[src/rtl/enc_front_pkg.sv]
package enc_front_pkg;

  typedef enum logic [1:0] {
    IDX_OFF  = 2'd0,
    IDX_ONCE = 2'd1,
    IDX_ALL  = 2'd2
  } idx_mode_t;

  localparam logic [1:0] IDXCMD_KEEP = 2'b00;
  localparam logic [1:0] IDXCMD_OFF  = 2'b01;
  localparam logic [1:0] IDXCMD_ONCE = 2'b10;
  localparam logic [1:0] IDXCMD_ALL  = 2'b11;

  localparam logic [1:0] RES_DEFAULT = 2'b10;

  typedef struct packed {
    logic [1:0] res;
    logic       sync_clr;
    logic       fixed_edge;
  } cfg_t;

  function automatic logic res_is_quad(input logic [1:0] r);
    return r[1];
  endfunction

  function automatic logic res_is_double(input logic [1:0] r);
    return (r == 2'b01);
  endfunction

endpackage

[src/rtl/enc_sync.sv]
module enc_sync #(
  parameter int W      = 3,
  parameter int STAGES = 2
) (
  input  logic         clk,
  input  logic         rst_n,
  input  logic [W-1:0] din,
  output logic [W-1:0] cur,
  output logic [W-1:0] prev
);
  localparam int DEPTH = STAGES + 1;

  logic [DEPTH-1:0][W-1:0] pipe;

  always_ff @(posedge clk or negedge rst_n) begin
    if (!rst_n) pipe <= '0;
    else        pipe <= {pipe[DEPTH-2:0], din};
  end

  assign cur  = pipe[STAGES-1];
  assign prev = pipe[STAGES];

endmodule

[src/rtl/enc_cfg_regs.sv]
module enc_cfg_regs
  import enc_front_pkg::*;
(
  input  logic       clk,
  input  logic       rst_n,
  input  logic       wr,
  input  logic [1:0] res_in,
  input  logic [1:0] idx_cmd,
  input  logic       sync_in,
  input  logic       fixed_in,
  input  logic       disarm,
  output cfg_t       cfg,
  output idx_mode_t  idx_mode
);
  logic cmd_sets_mode;
  assign cmd_sets_mode = wr && (idx_cmd != IDXCMD_KEEP);

  always_ff @(posedge clk or negedge rst_n) begin
    if (!rst_n) begin
      cfg.res        <= RES_DEFAULT;
      cfg.sync_clr   <= 1'b0;
      cfg.fixed_edge <= 1'b1;
    end else if (wr) begin
      cfg.res        <= res_in;
      cfg.sync_clr   <= sync_in;
      cfg.fixed_edge <= fixed_in;
    end
  end

  always_ff @(posedge clk or negedge rst_n) begin
    if (!rst_n) begin
      idx_mode <= IDX_OFF;
    end else if (cmd_sets_mode) begin
      case (idx_cmd)
        IDXCMD_OFF:  idx_mode <= IDX_OFF;
        IDXCMD_ONCE: idx_mode <= IDX_ONCE;
        default:     idx_mode <= IDX_ALL;
      endcase
    end else if (disarm) begin
      idx_mode <= IDX_OFF;
    end
  end


  once_disarm_chk: assert property (@(posedge clk) disable iff (!rst_n)
    (idx_mode == IDX_ONCE && disarm && !cmd_sets_mode) |=> (idx_mode == IDX_OFF));


  keep_cmd_chk: assert property (@(posedge clk) disable iff (!rst_n)
    (wr && idx_cmd == IDXCMD_KEEP && !disarm) |=> $stable(idx_mode));

endmodule

[src/rtl/enc_count_decode.sv]
module enc_count_decode
  import enc_front_pkg::*;
(
  input  logic       clk,
  input  logic       rst_n,
  input  logic       fmt_ud,
  input  logic       dir_inv,
  input  logic [1:0] res,
  input  logic       a_cur,
  input  logic       a_prev,
  input  logic       b_cur,
  input  logic       b_prev,
  input  logic       err_clr,
  output logic       cnt_stb,
  output logic       cnt_up,
  output logic       err_flag
);
  logic chg_a, chg_b;
  logic ab_legal, ab_clash, ab_fwd, ab_hit;
  logic ud_up, ud_dn;
  logic hit, raw_fwd;

  assign chg_a    = a_cur ^ a_prev;
  assign chg_b    = b_cur ^ b_prev;
  assign ab_legal = chg_a ^ chg_b;
  assign ab_clash = chg_a & chg_b;
  assign ab_fwd   = a_cur ^ b_prev;

  always_comb begin
    if (res_is_quad(res))        ab_hit = ab_legal;
    else if (res_is_double(res)) ab_hit = chg_a & ~chg_b;
    else                         ab_hit = chg_a & ~chg_b & (a_cur == ab_fwd);
  end

  assign ud_up   = a_cur & ~a_prev;
  assign ud_dn   = b_cur & ~b_prev;
  assign hit     = fmt_ud ? (ud_up ^ ud_dn) : ab_hit;
  assign raw_fwd = fmt_ud ? ud_up : ab_fwd;

  always_ff @(posedge clk or negedge rst_n) begin
    if (!rst_n) begin
      cnt_stb <= 1'b0;
      cnt_up  <= 1'b1;
    end else begin
      cnt_stb <= hit;
      if (hit) cnt_up <= raw_fwd ^ dir_inv;
    end
  end

  always_ff @(posedge clk or negedge rst_n) begin
    if (!rst_n)                  err_flag <= 1'b0;
    else if (!fmt_ud && ab_clash) err_flag <= 1'b1;
    else if (err_clr)            err_flag <= 1'b0;
  end


  stb_from_edge_chk: assert property (@(posedge clk) disable iff (!rst_n)
    cnt_stb |-> $past(chg_a | chg_b));


  clash_nocount_chk: assert property (@(posedge clk) disable iff (!rst_n)
    (!fmt_ud && ab_clash) |=> (!cnt_stb && err_flag));


  err_sticky_chk: assert property (@(posedge clk) disable iff (!rst_n)
    (err_flag && !err_clr) |=> err_flag);


  dir_hold_chk: assert property (@(posedge clk) disable iff (!rst_n)
    !cnt_stb |-> $stable(cnt_up));

endmodule

[src/rtl/enc_index_ctrl.sv]
module enc_index_ctrl
  import enc_front_pkg::*;
(
  input  logic      clk,
  input  logic      rst_n,
  input  logic      z_raw,
  input  logic      z_cur,
  input  logic      z_prev,
  input  idx_mode_t idx_mode,
  input  logic      sync_clr,
  input  logic      fixed_edge,
  input  logic      cnt_up,
  output logic      clr_async,
  output logic      clr_sync,
  output logic      disarm
);
  logic armed, z_rise, z_fall, qual_edge, trig;

  assign armed  = (idx_mode != IDX_OFF);
  assign z_rise = z_cur & ~z_prev;
  assign z_fall = ~z_cur & z_prev;

  always_comb begin
    if (fixed_edge) qual_edge = z_rise;
    else if (cnt_up) qual_edge = z_rise;
    else            qual_edge = z_fall;
  end

  assign trig      = sync_clr ? qual_edge : z_rise;
  assign disarm    = (idx_mode == IDX_ONCE) && trig;
  assign clr_async = armed & ~sync_clr & z_raw;

  always_ff @(posedge clk or negedge rst_n) begin
    if (!rst_n) clr_sync <= 1'b0;
    else        clr_sync <= armed & sync_clr & qual_edge;
  end


  sync_from_edge_chk: assert property (@(posedge clk) disable iff (!rst_n)
    clr_sync |-> $past(z_cur != z_prev));


  fixed_rise_chk: assert property (@(posedge clk) disable iff (!rst_n)
    (clr_sync && $past(fixed_edge)) |-> $past(z_cur));

endmodule

[src/rtl/enc_front_decode.sv]
module enc_front_decode
  import enc_front_pkg::*;
#(
  parameter int SYNC_STAGES = 2
) (
  input  logic       clk,
  input  logic       rst_n,
  input  logic       fmt_updown,
  input  logic       dir_invert,
  input  logic       enc_a,
  input  logic       enc_b,
  input  logic       enc_z,
  input  logic       cfg_wr,
  input  logic [1:0] cfg_res,
  input  logic [1:0] cfg_idx,
  input  logic       cfg_sync_clr,
  input  logic       cfg_fixed_edge,
  output logic       cnt_stb,
  output logic       cnt_up,
  output logic       clr_async,
  output logic       clr_sync,
  output logic       err_flag
);
  localparam int PIN_W = 3;
  localparam int PIN_A = 0;
  localparam int PIN_B = 1;
  localparam int PIN_Z = 2;

  logic [PIN_W-1:0] pins_cur, pins_prev;
  cfg_t             cfg;
  idx_mode_t        idx_mode;
  logic             disarm;

  enc_sync #(.W(PIN_W), .STAGES(SYNC_STAGES)) u_sync (
    .clk  (clk),
    .rst_n(rst_n),
    .din  ({enc_z, enc_b, enc_a}),
    .cur  (pins_cur),
    .prev (pins_prev)
  );

  enc_cfg_regs u_cfg (
    .clk     (clk),
    .rst_n   (rst_n),
    .wr      (cfg_wr),
    .res_in  (cfg_res),
    .idx_cmd (cfg_idx),
    .sync_in (cfg_sync_clr),
    .fixed_in(cfg_fixed_edge),
    .disarm  (disarm),
    .cfg     (cfg),
    .idx_mode(idx_mode)
  );

  enc_count_decode u_dec (
    .clk     (clk),
    .rst_n   (rst_n),
    .fmt_ud  (fmt_updown),
    .dir_inv (dir_invert),
    .res     (cfg.res),
    .a_cur   (pins_cur[PIN_A]),
    .a_prev  (pins_prev[PIN_A]),
    .b_cur   (pins_cur[PIN_B]),
    .b_prev  (pins_prev[PIN_B]),
    .err_clr (cfg_wr),
    .cnt_stb (cnt_stb),
    .cnt_up  (cnt_up),
    .err_flag(err_flag)
  );

  enc_index_ctrl u_idx (
    .clk       (clk),
    .rst_n     (rst_n),
    .z_raw     (enc_z),
    .z_cur     (pins_cur[PIN_Z]),
    .z_prev    (pins_prev[PIN_Z]),
    .idx_mode  (idx_mode),
    .sync_clr  (cfg.sync_clr),
    .fixed_edge(cfg.fixed_edge),
    .cnt_up    (cnt_up),
    .clr_async (clr_async),
    .clr_sync  (clr_sync),
    .disarm    (disarm)
  );

endmodule

[config.mk]
export PLATFORM = sky130hd
export DESIGN_NAME = enc_front_decode
export DESIGN_NICKNAME = d
export VERILOG_FILES = /design/src/rtl/enc_front_pkg.sv /design/src/rtl/enc_sync.sv /design/src/rtl/enc_cfg_regs.sv /design/src/rtl/enc_count_decode.sv /design/src/rtl/enc_index_ctrl.sv /design/src/rtl/enc_front_decode.sv
export SDC_FILE = /design/constraint.sdc
export NUM_CORES = 1
export LEC_CHECK = 0
export BUFFER_PORTS_ARGS = -buffer_cell sky130_fd_sc_hd__buf_2
export CORE_UTILIZATION = 30
export CTS_BUF_LIST = sky130_fd_sc_hd__clkbuf_4 sky130_fd_sc_hd__clkbuf_8 sky130_fd_sc_hd__clkbuf_16
export CTS_CLUSTER_DIAMETER = 120
export CTS_CLUSTER_SIZE = 12
export DETAILED_ROUTE_END_ITERATION = 10
export GPL_TIMING_DRIVEN = 0
export SLEW_MARGIN = 20
export SYNTH_ARGS = -nofsm -noshare
export SYNTH_HDL_FRONTEND = slang
export SYNTH_SLANG_ARGS = --single-unit
[constraint.sdc]
create_clock -name clk -period 1.9 [get_ports clk]
set_input_delay 0.19 -clock clk [delete_from_list [all_inputs] [get_ports clk]]
set_output_delay 0.19 -clock clk [all_outputs]
set_load 0.1 [all_outputs]
======== Word-level counts from Yosys, hierarchy flattened ========
Cells that the tools add are included.
word-level totals
  register bits ........................... 19
  bits of input ports ..................... 14
  output and inout bits ................... 5
  logic and storage cells ................. 59
cells by class
  equality and inequality tests ........... 5
  multiplexer cells ....................... 12
  bitwise logic cells ..................... 23
  reductions and logical operators ........ 8
operators with widths
  cell                                                                   number
  1-bit AND                                                              11
  1-bit 2-to-1 mux                                                       9
  2-bit nonzero test                                                     4
  2-bit by 1-bit equality test with 1-bit output, second input constant  3
  1-bit NOT                                                              6
  1-bit bitwise XOR                                                      6
  2-bit 2-to-1 mux                                                       2
  2-bit one-hot mux with 2 select lines                                  1
  1-bit logical AND                                                      3
  2-bit equality test, second input constant                             1
  1-bit equality test                                                    1
  1-bit zero test                                                        1

======== Longest topological paths before layout ========
Gate-level depths: netlist (run 1).
  word-level depth ........................ 8
  depth in mapped cells ................... 7
  mapped depth without buffers ............ 7

======== Modules after synthesis ========
From an unflattened synthesis (run 1), not the netlist that was laid out.
unflattened totals
  cells, all modules ...................... 69
  area, all modules ....................... 897.1 µm²
modules (own cells, without submodules)
  module            times used  cells an instance  area each (µm²)  seq. area each (µm²)
  enc_cfg_regs      1           19                 276.5            152.6
  enc_sync          1           15                 270.3            225.2
  enc_count_decode  1           24                 239.0            76.3
  enc_index_ctrl    1           11                 111.4            25.0

======== Worst setup path after synthesis (run 1) ========
OpenSTA, ideal clock, no wires.
  path kind ............................... register -> output
  from .................................... register u_cfg.cfg[1] (netlist name)
  to ...................................... output clr_async
  arrival ................................. 2.615 ns
  data required time ...................... 1.710 ns
  path slack .............................. -0.905 ns
  cell stages (with the launch flop) ...... 2
  path buffers ............................ 0
  cells stage by stage .................... dfrtp_1 -> nor3b_1
on the way
  longest elaborated chain between the ends .. 3
ends and longest elaborated chain
  item                    RTL line                text
  1-bit NOT               enc_index_ctrl.sv:31    assign clr_async = armed & ~sync_clr & z_raw;
  1-bit AND (2 in a row)  enc_index_ctrl.sv:31
  end, declared           enc_front_decode.sv:20  output logic clr_async,
Every way passes these cells.

======== Final worst setup path (run 1) ========
  from .................................... register u_sync.pipe (netlist bit u_sync.prev[1])
  to ...................................... register u_dec.cnt_up
on the way
  longest elaborated chain between the ends .. 7
  elaborated cells on any way between the ends .. 15
  classes of those cells .................. 1 x eq/ne; 4 x mux; 10 x bitwise
ends and longest elaborated chain
  item                    RTL line                                        text
  start, declared         enc_sync.sv:13                                  logic [DEPTH-1:0][W-1:0] pipe;
  start signal, assigned  enc_sync.sv:17                                  else pipe <= {pipe[DEPTH-2:0], din};
  1-bit bitwise XOR       enc_count_decode.sv:24                          assign chg_b = b_cur ^ b_prev;
  1-bit NOT               enc_count_decode.sv:31, enc_count_decode.sv:32
  1-bit AND               enc_count_decode.sv:31, enc_count_decode.sv:32
  1-bit AND               enc_count_decode.sv:32                          else ab_hit = chg_a & ~chg_b & (a_cur == ab_fwd);
  1-bit 2-to-1 mux        enc_count_decode.sv:31                          else if (res_is_double(res)) ab_hit = chg_a & ~chg_b;
  1-bit 2-to-1 mux        enc_count_decode.sv:30                          if (res_is_quad(res)) ab_hit = ab_legal;
  1-bit 2-to-1 mux *      enc_count_decode.sv:37                          assign hit = fmt_ud ? (ud_up ^ ud_dn) : ab_hit;
  via u_dec.hit           enc_count_decode.sv:21                          logic hit, raw_fwd;
  end signal, assigned    enc_count_decode.sv:46                          if (hit) cnt_up <= raw_fwd ^ dir_inv;
  end, declared           enc_count_decode.sv:15                          output logic cnt_up,
Mark *: on every way through the listed nets, which the timed path passes. The rest lies on a longest branch.
A chain may end at the register's enable or synchronous reset.

==> results.py, run 1 <==
metrics = {
    "synthesis": {
        "synth_area_um2": 816,
        "synth_edf_count": 0,
        "netlist_top_cells_area": "dfrtp_1 49%, dfstp_2 9.7%, ha_1 9.2%, inv_1 4.1%, mux2_1 4.1%",
        "synthXorXnorAreaFrac": 0.0414,
        "avgSynthCellArea_um2": 12.7,
        "syn_inst": 64,
        "synth_cell_types": 25,
        "syn_nets": 84,
        "synth_compound_area_frac": 0.0828,
        "yosys.area_share.simple": 0.0782,
        "synth_common_cells": "16 x dfrtp_1, 9 x inv_1, 6 x ha_1",
        "yosysSeqAreaShare": 0.587,
        "async_flop_share": 1.00,
        "synth_top_family_by_area": "adder cells",
        "muxShareOfSynthArea": 0.0721,
        "synth_area_leader_cell": "dfrtp_1",
        "synth_most_common_cell": "dfrtp_1",
        "ys_ff_latch": 19,
        "ys_warn_count": 0,
        "synthAdderAreaFrac": 0.0920,
        "synthFlopType": "dfrtp_1",
        "synth_top_area_frac": 0.491,
    },
    "setup_path": {
        "worstSetupStartpoint": "u_sync.prev[1]",
        "startpoint_type": "register",
        "crit_type": "register to register",
        "critPathMaxFanout": 2,
        "r2r_slack_ns": 0.19,
        "reg2reg_from": "u_sync.prev[1]",
        "endpoint_kind": "register",
        "cp.required_ns": 2.13,
        "arrival_ns": 1.94,
    },
    "grt": {
        "gr-usage-met1": 0.124,
        "antenna_found_initial": 0,
        "grt_pass1_vias": 531,
        "met2_usage": 0.165,
        "globalRouteOverflowTotal": 0,
        "grt_max_degree": 20,
        "busiest_layer": "met2",
        "grt_pass1_wl_um": 2110,
        "grt_usage": 0.106,
        "grtUsageMet3": 0.0226,
    },
    "placed_design": {
        "dp.cells": 112,
        "hpwl_um": 950,
        "placed_area_um2": 948,
        "port_buffers": 18,
        "gp_congestion": 0.806,
    },
    "final_layout": {
        "final_area_um2": 1020,
        "layoutNonFillerInstCount": 120,
        "synthToLayoutAreaGrowth_pct": 24.8,
        "n_fill_cell": 251,
        "final_net_count": 111,
        "final_util": 0.404,
        "diodes": 0,
        "drive_gt1_frac": 0.344,
    },
    "timing": {
        "grt_setup_unrepaired": "false",
        "finalSetupViolations": 0,
        "slew_headroom": 0.679,
        "period_needed_ns": 1.71,
        "max_freq_mhz": 584,
        "tightest_slew_ns": 0.485,
        "finalHoldViolations": 0,
        "finClkSkew_ns": 0.00142,
        "fin_crit_sh": 0.902,
        "setup_tns_ns": 0,
        "drv_slew": 0,
    },
    "routing": {
        "wl_per_cell_um": 10.5,
        "wl_um": 1260,
        "drc": 0,
        "drt_pre_antenna_iters": 4,
        "first_iter_violations": 10,
        "antenna_left": 0,
        "vias_per_cell": 4.45,
        "num_vias": 534,
    },
    "status": {
        "outcome": "finished clean",
    },
    "cts": {
        "htree_levels": 1,
        "clock-sinks": 19,
        "clock_latency_ns": 0.29,
        "ctsLongestPathBuffers": 2,
        "numCtsBuffers": 3,
        "cts-root-buf": "clkbuf_4",
        "cts_tree": "built",
        "cts.reportedPaths.clkPinSlew_ns": 0.10,
    },
    "worst_hold_path": {
        "hp-class": "primary input to register",
        "hp-start": "cfg_res[1]",
    },
    "pwr": {
        "ir_drop_mv": 0.417,
        "power.total_mw": 0.939,
        "p_per_area_nw_per_um2": 922,
        "p_leak_nw": 0.502,
    },
    "job": {
        "maxCapViolCount": 0,
    },
    "floorplanning": {
        "die_area_um2": 2930,
        "rows": 18,
        "fp.coreArea_um2": 2520,
        "floorplan.io_pins": 19,
        "die_y_um": 54.1,
        "die_x_um": 54.1,
        "initial_utilization": 0.323,
    },
}
registers in the layout (all words and copies together) (netlist names), 2 cells and up:
name	count
u_cfg.cfg	4
u_sync.pipe	3
u_cfg.idx_mode	2
u_sync.prev	3
u_sync.cur	3
area by class of cell:
class | instances | area, um2 | area share
inverter | 10 | 37.5 | 0.0369
sequential | 19 | 479 | 0.471
tap | 30 | 37.5 | 0.0369
clock buffer | 4 | 30.0 | 0.0295
timing repair buffer | 22 | 130 | 0.128
multi-input combinational | 35 | 304 | 0.299
cell families after synthesis:
kind of cell | after synthesis
flip-flops | 19
adder cells (fa/ha/maj) | 6
XOR/XNOR | 3
AND/OR/NAND/NOR | 12
buffers and inverters | 10
multiplexers | 5
AO/OA/AOI/OAI | 9
placed cells by master, fill, tap and decap left out, drive strengths merged:
master,instances
a31oi,1
ha,6
clkbuf,4
xnor2,2
mux2,4
mux2i,1
and2b,1
nor3,1
nor2,3
inv,10
dfrtp,16
dfstp,3
a22oi,1
o211ai,1
a32o,1
nand2,3
o22ai,1
nand4,1
dlygate4sd3,4
buf,18
a21oi,2
nor3b,3
o21ai,2
xor2,1
per-layer routing:
metal / part of all wire / vias up
met4: 0.028 / 0
met2: 0.49 / 18
li1: - / 267
met1: 0.43 / 245
met3: 0.055 / 4
met5: 0 / -
critical path, stage by stage (launching register included):
cell and delay (ns):
dfrtp_1 0.39, inv_2 0.05, ha_1 0.29, inv_1 0.05
ha_1 0.27, a21oi_1 0.08, a22oi_2 0.22, mux2_4 0.31
final timing paths:
check / to / cells after the start
worst max-delay path: u_dec.cnt_up / 7
worst min-delay path: u_cfg.cfg[3] / 3
worst max register to register: u_dec.cnt_up / 7
worst min register to register: u_sync.cur[1] / 0
max in group asynchronous: u_dec.cnt_up / 2
min in group asynchronous: u_sync.pipe[0] / 2
through the flow:
stage | setup slack [ns] | hold WS, ns
3_3_place_gp | 0.200 | 0.146
3_5_place_dp | 0.215 | 0.147
5_1_grt | 0.0965 | 0.0895
2_1_floorplan | 0.0773 | -0.106
6_report | 0.187 | 0.0958
4_1_cts | 0.185 | 0.0924
where the power goes:
part / total (mW) / switching [mW] / internal (mW)
Sequential: 0.475 / 0.0261 / 0.449
Combinational: 0.250 / 0.177 / 0.0728
Clock: 0.214 / 0.118 / 0.0961
Total: 0.939 / 0.321 / 0.618
timing repair:
action                    in CTS  in global routing
gates resized for setup        0                  0
hold endpoints to repair      19                  0
hold buffers                   4                  0
setup buffers                  0                  0
Power figures use the tool's default switching activity.
==> run 2: changes to the inputs <==
==> constraint.sdc (replaced) <==
create_clock -name clk -period 1.9 [get_ports clk]
set_input_delay 0.19 -clock clk [delete_from_list [all_inputs] [get_ports clk]]
set_output_delay 0.19 -clock clk [all_outputs]
set_load 0.01 [all_outputs]
==> run 2 against run 1 <==
  * Die area did not move
  * Clock skew grew 0.0034 ns
  * Final cell count did not move
  * Via count increased by 0.75%
  * Sequential power hardly changed
  * Clock power about the same
  * Sequential cell count unchanged
  * Critical path type unchanged
  * Largest power group unchanged
==> results.py, run 2 (same netlist as run 1, synthesis figures left out) <==
metrics = {
    "status": {
        "outcome": "finished clean",
    },
    "timing": {
        "period_needed_ns": 1.73,
        "finClkSkew_ns": 0.00486,
        "hold_slack_ns": 0.107,
        "finalWorstSetupSlack_ns": 0.173,
        "fin_crit_sh": 0.909,
        "setup_tns_ns": 0,
        "slew_headroom": 0.725,
        "drv_slew": 0,
        "grt_setup_unrepaired": "false",
        "max_freq_mhz": 579,
        "finalSetupViolations": 0,
        "tightest_slew_ns": 0.413,
        "finalHoldViolations": 0,
    },
    "final_layout": {
        "mostFrequentLayoutCell": "buf_2",
        "final_net_count": 111,
        "layoutNonFillerInstCount": 120,
        "drive_gt1_frac": 0.344,
        "diodes": 0,
        "final_area_um2": 1020,
        "final_cell_mix": "18 x buf_2, 16 x dfrtp_1, 9 x inv_1",
        "regMostFlops": "u_cfg.cfg",
        "n_fill_cell": 262,
        "synthToLayoutAreaGrowth_pct": 24.7,
        "final_util": 0.403,
        "largest_reg_flops": 4,
    },
    "routing": {
        "wl_um": 1400,
        "drc": 0,
        "num_vias": 538,
        "vias_per_cell": 4.48,
        "drt_pre_antenna_iters": 4,
        "antenna_left": 0,
        "wl_per_cell_um": 11.7,
        "first_iter_violations": 7,
    },
    "job": {
        "maxCapViolCount": 0,
    },
    "cts": {
        "clock-sinks": 19,
        "cts-root-buf": "clkbuf_4",
        "numCtsBuffers": 3,
        "cts.reportedPaths.clkPinSlew_ns": 0.10,
        "ctsLongestPathBuffers": 2,
        "htree_levels": 1,
        "cts_tree": "built",
        "clock_latency_ns": 0.29,
    },
    "placed_design": {
        "dp.cells": 112,
        "gp_congestion": 0.719,
        "placed_area_um2": 943,
        "hpwl_um": 1070,
        "port_buffers": 18,
        "dpl_worst_slack_ns": 0.158,
    },
    "floorplanning": {
        "die_y_um": 54.1,
        "rows": 18,
        "initial_utilization": 0.323,
        "die_area_um2": 2930,
        "die_x_um": 54.1,
        "fp.coreArea_um2": 2520,
        "floorplan.io_pins": 19,
    },
    "setup_path": {
        "critPathMaxFanout": 2,
        "critPathBufInv": 2,
        "endpoint_kind": "register",
        "r2r_end": "u_dec.cnt_up",
        "path_cells": "inv_2 > ha_1 > inv_1 > ha_1 > a21oi_2 > a22oi_2 > mux2_4",
        "ff2ff_path_depth": 7,
        "cpPeakStageDelay_ns": 0.39,
        "cp_slowest_cell": "dfrtp_1",
        "startpoint_type": "register",
        "cp.required_ns": 2.13,
        "crit_top_cell": "ha_1",
        "reg2reg_from": "u_sync.prev[1]",
        "arrival_ns": 1.96,
        "cpLargestDelayFamily": "adder cells",
        "crit_type": "register to register",
        "r2r_slack_ns": 0.17,
    },
    "worst_hold_path": {
        "hp-start": "cfg_sync_clr",
        "hold_path_end": "u_cfg.cfg[1]",
        "min_path_cells": 2,
        "hp-class": "primary input to register",
    },
    "grt": {
        "antenna_found_initial": 0,
        "grt_pass1_wl_um": 2380,
        "globalRouteOverflowTotal": 0,
        "grt_max_degree": 20,
        "grt_pass1_vias": 536,
        "grt_usage": 0.121,
    },
    "pwr": {
        "p_leak_nw": 0.500,
        "power.total_mw": 0.834,
        "p_per_area_nw_per_um2": 820,
        "ir_drop_mv": 0.483,
    },
}
[run 2: what timing repair did]
action	4_1_cts	5_1_grt
hold buffers	4	0
setup buffers	0	0
hold endpoints to repair	19	0
endpoints found under the setup margin	0	1
resized for setup	0	1
[run 2: power by group]
| group | switching, mW | total (mW) | internal [mW] |
|---|---|---|---|
| Clock | 0.118 | 0.214 | 0.0959 |
| Sequential | 0.0251 | 0.474 | 0.449 |
| Combinational | 0.0725 | 0.146 | 0.0736 |
| Total | 0.216 | 0.834 | 0.619 |
[run 2: worst max-delay path by stage]
stage	slack, ns	end	cells after the start	start
2_1_floorplan	0.27	u_dec.cnt_up	7	u_sync.prev[1]
4_1_cts	0.13	u_dec.cnt_up	6	u_sync.cur[0]
5_1_grt	0.03	u_dec.cnt_up	7	u_sync.prev[1]
3_5_place_dp	0.16	u_dec.cnt_up	6	u_sync.cur[0]
3_3_place_gp	0.21	u_dec.cnt_up	6	u_sync.cur[0]
6_report	0.17	u_dec.cnt_up	7	u_sync.prev[1]
[run 2: final cells by class]
type,instances,area (um2),share of cell area
well taps,30,37.5,0.0369
flip-flops and latches,19,479,0.471
inverters,10,37.5,0.0369
clock buffers,4,30.0,0.0295
repair buffers,22,130,0.128
multi-input cells,35,303,0.298
[run 2: worst register-to-register path, stage by stage (launching register included)]
cell and delay [ns]:
dfrtp_1 0.39, inv_2 0.06, ha_1 0.29, inv_1 0.05
ha_1 0.28, a21oi_2 0.07, a22oi_2 0.22, mux2_4 0.32
[run 2: layer usage]
layer,global-route usage,share of wire,vias up
li1,-,-,267
met1,0.155,0.47,254
met2,0.189,0.47,15
met3,0.0169,0.046,2
met4,0.0769,0.011,0
met5,0,0,-
